`config.mk`:
```
export PLATFORM = sky130hd
export DESIGN_NAME = irq_prio_ctrl
export DESIGN_NICKNAME = d
export VERILOG_FILES = /design/src/rtl/irq_pkg.sv /design/src/rtl/irq_sync.sv /design/src/rtl/irq_pend.sv /design/src/rtl/irq_resolve.sv /design/src/rtl/irq_isr.sv /design/src/rtl/irq_prio_ctrl.sv
export SDC_FILE = /design/constraint.sdc
export NUM_CORES = 1
export LEC_CHECK = 0
export ABC_AREA = 1
export ABC_CLOCK_PERIOD_IN_PS = 3700
export BUFFER_PORTS_ARGS = -buffer_cell sky130_fd_sc_hd__buf_2
export CAP_MARGIN = 20
export CORE_AREA = 2 2 60 62
export DETAILED_ROUTE_END_ITERATION = 12
export DIE_AREA = 0 0 62 64
export GPL_ROUTABILITY_DRIVEN = 0
export PLACE_DENSITY = 0.59
export SETUP_SLACK_MARGIN = 0.4
export SYNTH_ARGS = -nofsm -noshare
export SYNTH_HDL_FRONTEND = slang
export SYNTH_HIERARCHICAL = 1
export SYNTH_SLANG_ARGS = --single-unit
```
`constraint.sdc`:
```
create_clock -name clk_i -period 3.7 [get_ports clk_i]
set_input_delay 0.74 -clock clk_i [delete_from_list [all_inputs] [get_ports clk_i]]
set_output_delay 0.74 -clock clk_i [all_outputs]
set_load 0.05 [all_outputs]
```
`src/rtl/irq_pkg.sv`:
```
package irq_pkg;
  localparam int unsigned MAX_LINES = 8;

  function automatic logic [MAX_LINES-1:0] lowest_bit(input logic [MAX_LINES-1:0] v);
    return v & (~v + MAX_LINES'(1));
  endfunction
endpackage

```
`src/rtl/irq_sync.sv`:
```
module irq_sync #(
  parameter int unsigned WIDTH  = 6,
  parameter int unsigned STAGES = 2
) (
  input  logic             clk_i,
  input  logic             rst_ni,
  input  logic [WIDTH-1:0] d_i,
  output logic [WIDTH-1:0] q_o
);
  logic [WIDTH-1:0] stg_q [STAGES];

  generate
    for (genvar s = 0; s < STAGES; s++) begin : g_stage
      always_ff @(posedge clk_i or negedge rst_ni) begin
        if (!rst_ni) stg_q[s] <= '0;
        else if (s == 0) stg_q[s] <= d_i;
        else stg_q[s] <= stg_q[(s == 0) ? 0 : s-1];
      end
    end
  endgenerate

  assign q_o = stg_q[STAGES-1];
endmodule

```
`src/rtl/irq_pend.sv`:
```
module irq_pend #(
  parameter int unsigned WIDTH = 6
) (
  input  logic             clk_i,
  input  logic             rst_ni,
  input  logic [WIDTH-1:0] line_i,
  input  logic [WIDTH-1:0] clr_i,
  output logic [WIDTH-1:0] pend_o
);
  logic [WIDTH-1:0] line_d_q, pend_q, rise;

  assign rise = line_i & ~line_d_q;

  always_ff @(posedge clk_i or negedge rst_ni) begin
    if (!rst_ni) begin
      line_d_q <= '0;
      pend_q   <= '0;
    end else begin
      line_d_q <= line_i;
      // drop on line fall (spurious) or on acknowledge
      pend_q   <= (pend_q | rise) & line_i & ~clr_i;
    end
  end

  assign pend_o = pend_q;

  p_set_on_edge_r2: assert property (@(posedge clk_i) disable iff (!rst_ni)
    ((pend_q & ~$past(pend_q) & ~$past(rise)) == '0));
  p_drop_on_fall_r4: assert property (@(posedge clk_i) disable iff (!rst_ni)
    ((pend_q & ~$past(line_i)) == '0));
  p_no_rerequest_r8: assert property (@(posedge clk_i) disable iff (!rst_ni)
    ((pend_q & $past(clr_i) & $past(line_i) & $past(line_d_q)) == '0));
endmodule

```
`src/rtl/irq_resolve.sv`:
```
module irq_resolve #(
  parameter int unsigned WIDTH = 6,
  parameter int unsigned BASE  = 2,
  parameter int unsigned LVL_W = 3
) (
  input  logic             clk_i,
  input  logic             rst_ni,
  input  logic [WIDTH-1:0] pend_i,
  input  logic [WIDTH-1:0] isr_i,
  output logic [WIDTH-1:0] win_o,
  output logic             irq_o,
  output logic [LVL_W-1:0] level_o
);
  import irq_pkg::*;

  logic [WIDTH-1:0] blk, avail;
  logic [MAX_LINES-1:0] wide;

  always_comb begin
    logic acc;
    acc = 1'b0;
    for (int j = 0; j < int'(WIDTH); j++) begin
      acc    = acc | isr_i[j];
      blk[j] = acc;
    end
  end

  assign avail = pend_i & ~blk;
  assign wide  = lowest_bit(MAX_LINES'(avail));
  assign win_o = wide[WIDTH-1:0];
  assign irq_o = |avail;

  always_comb begin
    level_o = '0;
    for (int j = int'(WIDTH) - 1; j >= 0; j--)
      if (avail[j]) level_o = LVL_W'(int'(BASE) + j);
  end

  p_one_winner_r3: assert property (@(posedge clk_i) disable iff (!rst_ni)
    $onehot0(win_o) && (irq_o == (win_o != '0)));
  p_not_blocked_r6: assert property (@(posedge clk_i) disable iff (!rst_ni)
    irq_o |-> ((isr_i & ((win_o << 1) - WIDTH'(1))) == '0));
endmodule

```
`src/rtl/irq_isr.sv`:
```
module irq_isr #(
  parameter int unsigned WIDTH = 6
) (
  input  logic             clk_i,
  input  logic             rst_ni,
  input  logic             take_i,
  input  logic [WIDTH-1:0] win_i,
  input  logic             eoi_i,
  output logic [WIDTH-1:0] isr_o
);
  import irq_pkg::*;

  logic [WIDTH-1:0]     isr_q, retire;
  logic [MAX_LINES-1:0] low;

  assign low    = lowest_bit(MAX_LINES'(isr_q));
  assign retire = eoi_i ? low[WIDTH-1:0] : '0;

  always_ff @(posedge clk_i or negedge rst_ni) begin
    if (!rst_ni) isr_q <= '0;
    else isr_q <= (isr_q & ~retire) | (take_i ? win_i : '0);
  end

  assign isr_o = isr_q;

  p_take_adds_one_r5: assert property (@(posedge clk_i) disable iff (!rst_ni)
    (take_i && win_i != '0) |=> $countones(isr_q & ~$past(isr_q)) == 1);
  p_eoi_removes_one_r7: assert property (@(posedge clk_i) disable iff (!rst_ni)
    (eoi_i && !take_i && isr_q != '0) |=> $countones(isr_q) == $countones($past(isr_q)) - 1);
  p_idle_hold_r9: assert property (@(posedge clk_i) disable iff (!rst_ni)
    (!eoi_i && !take_i) |=> $stable(isr_q));
endmodule

```
`src/rtl/irq_prio_ctrl.sv`:
```
module irq_prio_ctrl #(
  parameter int unsigned NUM_LINES   = 6,
  parameter int unsigned BASE_LINE   = 2,
  parameter int unsigned SYNC_STAGES = 2,
  localparam int unsigned LVL_W      = $clog2(BASE_LINE + NUM_LINES)
) (
  input  logic                 clk_i,
  input  logic                 rst_ni,
  input  logic [NUM_LINES-1:0] req_i,
  input  logic                 ack_i,
  input  logic                 eoi_i,
  output logic                 irq_o,
  output logic [LVL_W-1:0]     level_o
);
  logic [NUM_LINES-1:0] line_s, pend, isr, win;
  logic                 irq, take;

  initial begin
    if (NUM_LINES > irq_pkg::MAX_LINES) $error("NUM_LINES too large");
  end

  irq_sync #(.WIDTH(NUM_LINES), .STAGES(SYNC_STAGES)) u_sync (
    .clk_i, .rst_ni, .d_i(req_i), .q_o(line_s));

  assign take = ack_i & irq;

  irq_pend #(.WIDTH(NUM_LINES)) u_pend (
    .clk_i, .rst_ni, .line_i(line_s), .clr_i(take ? win : '0), .pend_o(pend));

  irq_isr #(.WIDTH(NUM_LINES)) u_isr (
    .clk_i, .rst_ni, .take_i(take), .win_i(win), .eoi_i(eoi_i), .isr_o(isr));

  irq_resolve #(.WIDTH(NUM_LINES), .BASE(BASE_LINE), .LVL_W(LVL_W)) u_res (
    .clk_i, .rst_ni, .pend_i(pend), .isr_i(isr), .win_o(win), .irq_o(irq), .level_o(level_o));

  assign irq_o = irq;

  p_level_zero_idle_r1: assert property (@(posedge clk_i) disable iff (!rst_ni)
    !irq_o |-> (level_o == '0));
  p_ack_clears_pend_r5: assert property (@(posedge clk_i) disable iff (!rst_ni)
    take |=> ((pend & $past(win)) == '0));
endmodule

```
==> impl_metrics.yaml, run 1 <==
outcome:
  status: "finished clean"
clocking:
  cts_root_buf: "clkbuf_4"
  cts_tree: "built"
  numCtsBuffers: 5
  post_cts_buffers: 0
  cts_resized: 0
  insertion_delay_ns: 0.33
  htreeDepth: 2
  clk_pin_slew_worst_paths_ns: 0.09
  cts_sinks: 30
  cts_hold_buf: 0
  cts_buffer_depth: 2
critical_path:
  crit_chain: "nor2_4, nand4_1, nand2_1, inv_2, a21oi_2, buf_2"
  reg2reg_depth: 8
  r2r-end: "u_isr/isr_o[0]$_DFF_PN0_"
  regToRegStartpoint: "u_isr/isr_o[0]$_DFF_PN0_"
  rrSetupSlack_ns: 2.12
  end_kind: "primary output"
  crit_arrival_ns: 1.66
  slowest_delay_ns: 0.46
  cp_slowest_cell: "dfrtp_1"
  path_max_fanout: 4
  cp-start-kind: "flop"
  cp.required_ns: 2.96
  worstSetupPathType: "flop to primary output"
yosys:
  ys_warn_count: 6
  syn_nets: 154
  synth-seq-cells: 30
  yosysUniqueCellTypes: 20
  avgSynthCellArea_sq_um: 8.82
  synth_cells: 144
  syn_area_sq_um: 1270
  yosysSeqAreaShare: 0.591
placement:
  dpl.cell_count: 197
  hpwl_um: 1390
  place.port_buffers: 13
floorplanning:
  start_util: 0.387
  core_sq_um: 3280
  die-area_sq_um: 3970
  rows: 21
  pin_count: 14
  die_h_um: 64
  die_w_um: 62
timing:
  fin_crit_sh: 0.648
  setup_viol: 0
  rsz0062_at_grt: "no"
  hold_viol: 0
  slew_violations: 0
  worst_pin_slew_ns: 0.630
  hold_ws_ns: 0.353
  fin_crit_ns: 2.40
  maxClockFrequency_mhz: 417
  finalSetupTns_ns: 0
  skew_ns: 0.0120
  slew_headroom: 0.580
detailed_routing:
  wl_um: 1860
  drt_iter0_markers: 57
  ant_nets: 0
  route.detailed.drc: 0
  dr.pass1.iters: 4
  routedWlPerCell_um: 9.08
  vias: 829
  vias_per_cell: 4.04
layout:
  final_cells: 205
  fin_nets: 168
  drive_gt1_frac: 0.214
  layout_commonest_cell: "dfrtp_1"
  areaGrowthSynthToFinish_pct: 12.3
  fin_util: 0.434
  diodes: 0
  mostFrequentLayoutCells: "30 x dfrtp_1, 27 x nor2_1, 27 x nand2_1, 26 x inv_1, 13 x buf_2"
min_path:
  min_path_cells: 0
  hold_path.class: "flop to flop"
  hold_path_end: "u_sync/q_o[2]$_DFF_PN0_"
  hp-start: "u_sync/stg_q[8]$_DFF_PN0_"
grt:
  grt_pass1_wl_um: 3400
  antenna_found_initial: 0
  grt_start_max_net_pins: 31
  grt_use_total: 0.120
  grt_pass1_vias: 787
  grt.overflow.total: 0
power_and_ir_drop:
  p_leak_uw: 0.000746
  p_per_area_nw_per_um2: 684
  ir_drop_mv: 0.253
job:
  drv_cap: 0
-- stage by stage --
stage,cell area [sq um],total power [uW],setup WS (ns)
floorplan,1270,679,1.42
global placement,1350,740,1.70
detailed placement,1350,748,1.65
CTS,1430,990,1.28
global route,1430,1050,1.16
finish,1430,976,1.30
-- cells in the mapped netlist, drive strengths merged --
| master | n | share of area |
|---|---|---|
| nor2 | 32 | 0.11 |
| nor3 | 2 | 0.012 |
| nand4 | 1 | 0.0049 |
| nand3 | 6 | 0.028 |
| buf | 6 | 0.035 |
| dfrtp | 30 | 0.59 |
| clkinv | 6 | 0.018 |
| a22o | 1 | 0.0079 |
| a21oi | 1 | 0.0069 |
| nand2 | 29 | 0.090 |
| o21ai | 3 | 0.015 |
| inv | 27 | 0.080 |
-- registers in the layout, indices dropped and copies added, names as in the netlist --
name and count:
u_sync/stg_q 6, u_pend/line_d_q 6, u_pend/pend_o 6, u_isr/isr_o 6, u_sync/q_o 6
-- how the worst max path moves through the flow --
stage | start | end | slack [ns] | cells after the start
after floorplan | u_isr/isr_o[0]$_DFF_PN0_ | level_o[1] | 1.42 | 5
after global placement | u_isr/isr_o[0]$_DFF_PN0_ | level_o[2] | 1.70 | 6
after detailed placement | u_isr/isr_o[0]$_DFF_PN0_ | level_o[2] | 1.65 | 6
after CTS | u_isr/isr_o[0]$_DFF_PN0_ | level_o[2] | 1.28 | 6
after global routing | u_isr/isr_o[0]$_DFF_PN0_ | level_o[2] | 1.16 | 6
final | u_isr/isr_o[0]$_DFF_PN0_ | level_o[2] | 1.30 | 6
-- where the power goes --
| group | internal, uW | switching, uW |
|---|---|---|
| clock | 130 | 107 |
| combinational | 96.7 | 243 |
| sequential | 366 | 33.5 |
-- layout make-up --
type,count,area (sq um)
clock buffer,8,78.8
fill,330,1860
inverter,33,124
multi-input combinational,75,350
sequential,30,751
tap,46,57.6
timing repair buffer,13,65.1
-- per-layer routing --
| metal | up-vias | global-route usage | part of all wire |
|---|---|---|---|
| met3 | 6 | 0.0547 | 0.049 |
| met5 | - | 0 | 0 |
| met4 | 0 | 0.0559 | 0.022 |
| met2 | 15 | 0.174 | 0.47 |
| met1 | 368 | 0.148 | 0.46 |
| li1 | 440 | - | - |
-- critical path: cells and delay by family (launching register included) --
family	cells	cell delay (ns)
DFF	1	0.46
and+or+nand+nor	3	0.41
buffers and inverters	2	0.33
AOI/OAI and AO/OA	1	0.13
-- cell families (layout without fill, tap and decap cells) --
group	Yosys count	after routing	synth area share
compound gates	5	5	0.0296
buf+inv	39	54	0.133
flops	30	30	0.591
simple gates	70	70	0.246
Power figures use the tool's default switching activity.
==> inputs of run 2 (changes only) <==
- ABC_AREA: 1 -> 0
- ABC_CLOCK_PERIOD_IN_PS: 3700 -> 2200
- PLACE_DENSITY: 0.59 -> 0.62
- clock period: 3.7 -> 2.2 ns (I/O delays scaled with it)
==> run 2 against run 1 <==
- the run now ends with negative setup slack left
- sequential power up 70%
- global-route usage up 1.4 points
- first-iteration DRC count down 84%
- hold slack worse by 0.24 ns
- sequential share of layout area down 8.6 points
- final cell count down 19%
- non-clock buffer count up 9
- utilization up 8.5 points
- register-to-register slack worse by 2.0 ns
- largest cell class unchanged
==> impl_metrics.yaml, run 2 <==
outcome:
  status: "complete, but fails checks"
  violations: "negative setup slack"
yosys:
  synth.top_cell.area_share: 0.579
  synth_edf_count: 0
  yosysUniqueCellTypes: 34
  yosysMostFrequentCell: "dfrtp_1"
  avgSynthCellArea_sq_um: 13.4
  synth_common_cells: "30 x dfrtp_1, 7 x and3_1, 7 x nor3b_2"
  synth_cells: 97
  yosysTopAreaCell: "dfrtp_1"
  synthFlopType: "dfrtp_1"
  syn_area_sq_um: 1300
  ys_warn_count: 6
  syn_nets: 107
  async_flop_share: 1.00
  yosysSeqAreaShare: 0.579
  synth-seq-cells: 30
  synth_area_leaders: "dfrtp_1 58%, nor3b_2 6.8%, nor2b_4 6.4%"
critical_path:
  cp.required_ns: 1.76
  crit_buf_inv: 1
  worstSetupPathType: "flop to primary output"
  cpLargestDelayFamily: "compound AO/OA/AOI/OAI gates"
  slowest_delay_ns: 0.43
  crit_chain: "or3_4, a2111o_1, a21oi_4, buf_6"
  path_max_fanout: 3
  cp-start-kind: "flop"
  end_kind: "primary output"
  crit_arrival_ns: 1.91
  cp_slowest_cell: "a2111o_1"
layout:
  fin_nets: 130
  layout_commonest_cell: "dfrtp_1"
  diodes: 0
  mostFrequentLayoutCells: "30 x dfrtp_1, 9 x buf_2, 7 x nor3b_2"
  areaGrowthSynthToFinish_pct: 31.6
  final_cells: 167
  drive_gt1_frac: 0.554
  fin_area_sq_um: 1710
clocking:
  cts_root_buf: "clkbuf_4"
  insertion_delay_ns: 0.33
  clk_pin_slew_worst_paths_ns: 0.10
  cts_hold_buf: 0
  cts_tree: "built"
  cts_buffer_depth: 2
  cts_sinks: 30
  htreeDepth: 2
  numCtsBuffers: 5
grt:
  grt_start_max_net_pins: 31
  antenna_found_initial: 0
  grt_pass1_vias: 797
  grt_use_total: 0.134
  grt.overflow.total: 0
  grt_pass1_wl_um: 3710
detailed_routing:
  route.detailed.drc: 0
  wl_met1_um: 1070
  drt_iter0_markers: 9
  vias: 824
  routedWlPerCell_um: 14.5
  wl_um: 2410
  wl_met2_um: 1180
  dr.pass1.iters: 4
  ant_nets: 0
  highest_layer: "met4"
  dr_wl_met3_um: 104
  vias_per_cell: 4.93
timing:
  maxClockFrequency_mhz: 426
  rsz0062_at_grt: "yes"
  hold_viol: 0
  slew_headroom: 0.525
  hold_ws_ns: 0.118
  fin_crit_ns: 2.35
  fin_crit_sh: 1.07
  worst_pin_slew_ns: 0.702
  skew_ns: 0.0110
  slew_violations: 0
  fin_ws_ns: -0.147
  setup_viol: 4
placement:
  dpl.cell_count: 153
  dpl_cell_area_sq_um: 1450
  place.port_buffers: 13
  hpwl_um: 1580
  pre_cts_ws_ns: 0.111
power_and_ir_drop:
  p_per_area_nw_per_um2: 1210
  p_leak_uw: 0.000766
  ir_drop_mv: 0.430
  power_uw: 2060
floorplanning:
  die_h_um: 64
  die-area_sq_um: 3970
  start_util: 0.395
  pin_count: 14
  core_sq_um: 3280
  die_w_um: 62
  rows: 21
job:
  drv_cap: 0
min_path:
  hold_path.class: "input port to async pin"
## run 2: cell families (layout without fill, tap and decap cells)
| group | Yosys count | after routing | synth area share |
|---|---|---|---|
| AND/OR/NAND/NOR | 39 | 39 | 0.276 |
| buffers and inverters | 10 | 34 | 0.0463 |
| flip-flops | 30 | 30 | 0.579 |
| AO/OA/AOI/OAI | 18 | 18 | 0.0985 |
## run 2: cell type report
type | count | area [sq um]
sequential | 30 | 751
multi-input combinational | 57 | 612
timing repair buffer | 22 | 193
fill | 278 | 1580
inverter | 4 | 15.0
tap | 46 | 57.6
clock inverter | 3 | 40.0
clock buffer | 5 | 37.5
## run 2: where the power goes
part	total, uW	internal [uW]	switching, uW
clock	429	235	194
combinational	954	451	504
sequential	677	614	63.6
## run 2: metal layers
layer	vias up	track usage
met4	0	0.0718
li1	383	-
met2	20	0.197
met5	-	0
met1	414	0.168
met3	7	0.0486
## run 2: what timing repair did
| item | CTS | global route |
|---|---|---|
| endpoints found under the setup margin | 11 | 16 |
| resized for setup | 14 | 14 |
| setup buffers | 2 | 4 |
| gates cloned | 0 | 0 |
| pin swaps | 0 | 1 |
## run 2: path summary, 6_finish.rpt
path	from	to	slack, ns	cells past startpoint
setup / recovery	u_isr/isr_o[1]$_DFF_PN0_	level_o[2]	-0.15	4
hold / removal	rst_ni	u_isr/isr_o[0]$_DFF_PN0_	0.12	1
setup reg to reg	u_isr/isr_o[1]$_DFF_PN0_	u_isr/isr_o[2]$_DFF_PN0_	0.14	8
hold reg to reg	u_sync/stg_q[11]$_DFF_PN0_	u_sync/q_o[5]$_DFF_PN0_	0.35	0
max in group asynchronous	rst_ni	u_pend/line_d_q[4]$_DFF_PN0_	1.65	1
min in group clk_i	req_i[0]	u_sync/stg_q[6]$_DFF_PN0_	0.20	1
## run 2: through the flow
step | TNS, ns | util
after floorplan | 0 | -
after global placement | 0 | 0.441
after detailed placement | 0 | 0.441
after CTS | -0.529 | 0.486
after global routing | -0.672 | 0.519
final | -0.505 | 0.519
